--- src/rtl/irq_flag_pkg.sv ---
`timescale 1ns/1ps
package irq_flag_pkg;
  localparam int unsigned REG_W   = 8;
  localparam int unsigned N_SRC   = 2;
  localparam int unsigned TMR_POS = 0;
  localparam int unsigned EXT_POS = 3;
  localparam int unsigned SRC_TMR = 0;
  localparam int unsigned SRC_EXT = 1;

  typedef logic [REG_W-1:0] reg_t;

  typedef enum logic {
    ADDR_FLAG = 1'b0,
    ADDR_MASK = 1'b1
  } reg_addr_e;

  localparam int unsigned SRC_POS [N_SRC] = '{TMR_POS, EXT_POS};
  localparam reg_t IMPL_BITS = reg_t'((1 << TMR_POS) | (1 << EXT_POS));
endpackage

--- src/rtl/irq_rst_sync.sv ---
`timescale 1ns/1ps
module irq_rst_sync #(
  parameter int unsigned STAGES = 2
) (
  input  logic clk,
  input  logic rst_n_i,
  output logic rst_n_o
);
  logic [STAGES-1:0] rs_q;
  logic [STAGES-1:0] rs_d;

  always_comb begin
    rs_d = {rs_q[STAGES-2:0], 1'b1};
  end

  always_ff @(posedge clk or negedge rst_n_i) begin
    if (!rst_n_i) begin
      rs_q <= '0;
    end else begin
      rs_q <= rs_d;
    end
  end

  assign rst_n_o = rs_q[STAGES-1];
endmodule

--- src/rtl/irq_edge_fall.sv ---
`timescale 1ns/1ps
module irq_edge_fall #(
  parameter int unsigned SYNC_STAGES = 2
) (
  input  logic clk,
  input  logic rst_n,
  input  logic pin_i,
  output logic fall_o
);
  logic [SYNC_STAGES-1:0] sync_q;
  logic [SYNC_STAGES-1:0] sync_d;
  logic                   prev_q;
  logic                   prev_d;

  always_comb begin
    sync_d = {sync_q[SYNC_STAGES-2:0], pin_i};
    prev_d = sync_q[SYNC_STAGES-1];
  end

  always_ff @(posedge clk or negedge rst_n) begin
    if (!rst_n) begin
      sync_q <= '1;
      prev_q <= 1'b1;
    end else begin
      sync_q <= sync_d;
      prev_q <= prev_d;
    end
  end

  assign fall_o = prev_q & ~sync_q[SYNC_STAGES-1];
endmodule

--- src/rtl/irq_flag_bank.sv ---
`timescale 1ns/1ps
module irq_flag_bank #(
  parameter int unsigned N = 2
) (
  input  logic         clk,
  input  logic         rst_n,
  input  logic [N-1:0] set_i,
  input  logic         clr_en_i,
  input  logic [N-1:0] keep_i,
  output logic [N-1:0] flag_o
);
  logic [N-1:0] flag_q;
  logic [N-1:0] flag_d;
  logic [N-1:0] flag_en;

  always_comb begin
    for (int i = 0; i < int'(N); i++) begin
      flag_en[i] = set_i[i] | clr_en_i;
      flag_d[i]  = set_i[i] | (flag_q[i] & keep_i[i]);
    end
  end

  always_ff @(posedge clk or negedge rst_n) begin
    if (!rst_n) begin
      flag_q <= '0;
    end else begin
      for (int i = 0; i < int'(N); i++) begin
        if (flag_en[i]) begin
          flag_q[i] <= flag_d[i];
        end
      end
    end
  end

  assign flag_o = flag_q;
endmodule

--- src/rtl/irq_gie_ctrl.sv ---
`timescale 1ns/1ps
module irq_gie_ctrl (
  input  logic clk,
  input  logic rst_n,
  input  logic on_i,
  input  logic off_i,
  output logic gie_o
);
  logic gie_q;
  logic gie_d;
  logic gie_en;

  always_comb begin
    gie_en = on_i | off_i;
    gie_d  = off_i ? 1'b0 : 1'b1;
  end

  always_ff @(posedge clk or negedge rst_n) begin
    if (!rst_n) begin
      gie_q <= 1'b0;
    end else if (gie_en) begin
      gie_q <= gie_d;
    end
  end

  assign gie_o = gie_q;
endmodule

--- src/rtl/irq_flag_ctrl.sv ---
`timescale 1ns/1ps
module irq_flag_ctrl
  import irq_flag_pkg::*;
#(
  parameter int unsigned SYNC_STAGES = 2,
  parameter int unsigned RST_STAGES  = 2
) (
  input  logic             clk,
  input  logic             rst_n,
  input  logic             ext_irq_n_i,
  input  logic             tmr_ovf_i,
  input  logic             ien_set_i,
  input  logic             ien_clr_i,
  input  logic             irq_take_i,
  input  logic             bus_wr_i,
  input  logic             bus_addr_i,
  input  logic [REG_W-1:0] bus_wdata_i,
  output logic [REG_W-1:0] bus_rdata_o,
  output logic             irq_req_o,
  output logic             gie_o
);
  logic             rst_sync_n;
  logic             ext_fall;
  logic [N_SRC-1:0] src_set;
  logic [N_SRC-1:0] src_keep;
  logic [N_SRC-1:0] src_flag;
  logic             flag_wr;
  logic             mask_wr;
  reg_t             flag_q;
  reg_t             mask_q;
  reg_t             mask_d;
  reg_t             pend;
  reg_addr_e        sel;

  irq_rst_sync #(.STAGES(RST_STAGES)) u_rst (
    .clk     (clk),
    .rst_n_i (rst_n),
    .rst_n_o (rst_sync_n)
  );

  irq_edge_fall #(.SYNC_STAGES(SYNC_STAGES)) u_edge (
    .clk    (clk),
    .rst_n  (rst_sync_n),
    .pin_i  (ext_irq_n_i),
    .fall_o (ext_fall)
  );

  always_comb begin
    sel     = reg_addr_e'(bus_addr_i);
    flag_wr = bus_wr_i & (sel == ADDR_FLAG);
    mask_wr = bus_wr_i & (sel == ADDR_MASK);
    src_set = '0;
    src_set[SRC_TMR] = tmr_ovf_i;
    src_set[SRC_EXT] = ext_fall;
  end

  for (genvar g = 0; g < int'(N_SRC); g++) begin : g_keep
    assign src_keep[g] = bus_wdata_i[SRC_POS[g]];
  end

  irq_flag_bank #(.N(N_SRC)) u_bank (
    .clk      (clk),
    .rst_n    (rst_sync_n),
    .set_i    (src_set),
    .clr_en_i (flag_wr),
    .keep_i   (src_keep),
    .flag_o   (src_flag)
  );

  always_comb begin
    flag_q = '0;
    for (int i = 0; i < int'(N_SRC); i++) begin
      flag_q[SRC_POS[i]] = src_flag[i];
    end
  end

  always_comb begin
    mask_d = bus_wdata_i;
  end

  always_ff @(posedge clk or negedge rst_sync_n) begin
    if (!rst_sync_n) begin
      mask_q <= '0;
    end else if (mask_wr) begin
      mask_q <= mask_d;
    end
  end

  irq_gie_ctrl u_gie (
    .clk   (clk),
    .rst_n (rst_sync_n),
    .on_i  (ien_set_i),
    .off_i (ien_clr_i | irq_take_i),
    .gie_o (gie_o)
  );

  always_comb begin
    pend = flag_q & mask_q;
    unique case (sel)
      ADDR_FLAG: bus_rdata_o = pend;
      ADDR_MASK: bus_rdata_o = mask_q;
      default:   bus_rdata_o = '0;
    endcase
    irq_req_o = gie_o & (|pend);
  end
endmodule

--- config.mk ---
export PLATFORM = sky130hd
export DESIGN_NAME = irq_flag_ctrl
export DESIGN_NICKNAME = d
export VERILOG_FILES = /design/src/rtl/irq_flag_pkg.sv /design/src/rtl/irq_rst_sync.sv /design/src/rtl/irq_edge_fall.sv /design/src/rtl/irq_flag_bank.sv /design/src/rtl/irq_gie_ctrl.sv /design/src/rtl/irq_flag_ctrl.sv
export SDC_FILE = /design/constraint.sdc
export NUM_CORES = 1
export LEC_CHECK = 0
export ABC_AREA = 1
export ABC_CLOCK_PERIOD_IN_PS = 1000
export BUFFER_PORTS_ARGS = -buffer_cell sky130_fd_sc_hd__buf_4
export CORE_AREA = 2 2 43 45
export DETAILED_ROUTE_END_ITERATION = 6
export DIE_AREA = 0 0 45 47
export PLACE_DENSITY = 0.73
export SLEW_MARGIN = 25
export SYNTH_ARGS = -nofsm -noshare
export SYNTH_HDL_FRONTEND = slang
export SYNTH_SLANG_ARGS = --single-unit
--- constraint.sdc ---
create_clock -name clk -period 1 [get_ports clk]
set_clock_uncertainty 0.15 [all_clocks]
set_input_delay 0.2 -clock clk [delete_from_list [all_inputs] [get_ports clk]]
set_output_delay 0.2 -clock clk [all_outputs]
set_load 0.005 [all_outputs]
==> flow_summary_export.csv <==
group,metric,value,unit
placed_design,hpwl,983,um
critical_path,cp_slowest_cell,"dfrtp_1",
layout,diodes,0,
drt,dr.pass1.iters,5,
grt,antenna_found_initial,0,
critical_path,r2r-end,"mask_q[7]",
synth,synth_top_area_share,45.5,%
die,die_y,47,um
placed_design,dp_slack,-83.8,ps
critical_path,crit_path_end_kind,"output pin",
synth,ys_seq_area_share,56.6,%
sta,hold_viol,0,
synth,synth_cell_types,15,
grt,grt_pass1_vias,567,
placed_design,place_congestion,0.730,
die,start_util,43.3,%
outcome,violations,"negative setup slack",
clock_network,clock_latency,290,ps
critical_path,slowest_delay,390,ps
sta,drv_slew,0,
layout,final_nets,140,
synth,synth_warnings,0,
synth,syn_area,714,um^2
placed_design,portBuffers,26,
die,dieArea,2120,um^2
run,timing.max_cap.violations,0,
synth,synth_edf_count,0,
die,io-pin-count,27,
critical_path,start_kind,"flop",
outcome,outcome,"finished with violations",
synth,synthTopCellsByArea,"dfrtp_1 (46%), nand2_1 (16%), dfstp_2 (11%), inv_1 (5.8%), nand3_1 (4.2%)",
critical_path,required,650,ps
layout,drive_gt1_share,39.3,%
die,rows,15,
drt,antenna_left,0,
power,total_power,0.00154,W
synth,yosysTopAreaCell,"dfrtp_1",
drt,routed_wl,1660,um
clock_network,tritoncts,"yes",
drt,num_vias,623,
clock_network,clk_pin_slew,100,ps
sta,layout_min_cycle_time,1380,ps
clock_network,ctsHtreeMaxLevel,1,
drt,dr.first_iter.drc_count,6,
synth,synth_nets,93,
clock_network,cts_buffers,3,
synth,synth.avg_cell_area,9.40,um^2
synth,synthTopCellsByCount,"nand2_1 (31), dfrtp_1 (13), inv_1 (11)",
layout,fin_util,68.6,%
critical_path,criticalPathCategory,"flop to output pin",
clock_network,cts.sinks,16,
synth,synth.most_common_cell,"nand2_1",
power,leakage,0.631,nW
placed_design,dpl_cell_area,923,um^2
power,ir_worst_vdd,1.07,mV
grt,grt_max_degree,15,
critical_path,r2r_cells,4,
sta,setup_ws,-377,ps
critical_path,r2r_slack,10,ps
layout,synthToLayoutAreaGrowth,58.7,%
sta,setup_viol,10,
clock_network,cts_root_buf,"clkbuf_4",
critical_path,r2r_start,"mask_q[7]",
drt,drcViolationCount,0,
grt,grt_overflow,0,
layout,final_area,1130,um^2
sta,fin_crit_sh,138,%
drt,wl_per_cell,12.0,um
drt,vias_per_cell,4.48,
grt,grt_usage,18.0,%
critical_path,path_cells,"nand2_1 > a21boi_1 > buf_4",
die,die_x,45,um
clock_network,clk_path_buf_depth,2,
critical_path,path_max_fanout,3,
synth,synthCells,76,
critical_path,cp_data_arrival_time,1030,ps
grt,grt_pass1_wl,2570,um
power,power_density,1360,nW/um^2
die,core,1650,um^2
sta,timing.hold.ws,10.7,ps
sta,max_freq,726,MHz
synth,ys_ff_latch,16,
synth,async_reset_ff_share,100,%
hold_path,hold_path.class,"flop to async pin",
synth,synthFlopType,"dfrtp_1",
sta,rsz0062_at_grt,"yes",
==> flip-flops by register name (all words and copies together), names as in the netlist <==
register and cells:
u_edge.prev_q 1, u_gie.gie_o 1, u_edge.sync_q 2, u_bank.flag_o 2, u_rst.rs_q 2, mask_q 8
==> per-layer routing <==
layer / global-route usage [%] / vias up / part of all wire (%)
met5: 0 / - / 0
met4: 8.82 / 0 / 1.9
met3: 4.62 / 4 / 3.8
met2: 32.0 / 11 / 56
met1: 20.1 / 288 / 39
li1: - / 320 / -
==> power by group <==
group,internal (W),switching (W),leakage (nW)
Combinational,0.000204,0.000146,0.423
Sequential,0.000710,0.0000328,0.187
Clock,0.000222,0.000221,0.0210
==> how the worst max path moves through the flow <==
stage | cells after the start | start | slack (ps) | endpoint
floorplan | 2 | mask_q[3] | 50 | irq_req_o
global placement | 3 | mask_q[3] | -90 | irq_req_o
detailed placement | 3 | mask_q[3] | -80 | irq_req_o
CTS | 3 | mask_q[0] | -370 | irq_req_o
global route | 3 | mask_q[0] | -440 | irq_req_o
finish | 3 | mask_q[0] | -380 | irq_req_o
==> cells by family (layout without fill, tap and decap cells) <==
kind of cell           after synthesis  after routing  share of synthesized area (%)
AOI/OAI and AO/OA                    3              3                           3.50
buffers and inverters               14             60                           12.1
DFF                                 16             16                           56.6
other                                1              1                          0.525
and+or+nand+nor                     42             42                           27.3
==> cells in the final DEF (no fill, tap or decap), drive strengths merged <==
cell type	netlist	final
buf	2	34
nand2	32	32
dfrtp	13	13
inv	11	11
dlygate4sd3	0	11
nand3	8	8
clkbuf	1	4
dfstp	3	3
o21ai	2	2
a21boi	1	1
nor2	1	1
nor3	1	1
conb	1	1
==> through the flow <==
stage	setup TNS, ps	cells
detailed placement	-83.8	121
finish	-2840	139
global placement	-91.8	121
CTS	-2710	137
floorplan	0	76
global route	-3320	139
==> final cells by class <==
cell class	count	area (um^2)
Sequential cell	16	404
Fill cell	125	518
Inverter	11	41.3
Timing Repair Buffer	45	399
Tap cell	17	21.3
Multi-Input combinational cell	46	231
Clock buffer	4	36.3
==> what timing repair did <==
| item | CTS | global route |
|---|---|---|
| gates resized for setup | 9 | 3 |
| pin swaps | 3 | 2 |
| hold buffers | 11 | 0 |
| endpoints found under the hold margin | 11 | 0 |
| endpoints found under the setup margin | 10 | 11 |
| setup buffers | 1 | 2 |
==> critical path, delay by kind of cell (launching register included) <==
kind	cells	cell delay, ps
AO/OA/AOI/OAI	1	130
AND/OR/NAND/NOR	1	90
buffers and inverters	1	130
flip-flops	1	390
No activity file was read; power rests on OpenSTA's default activity.
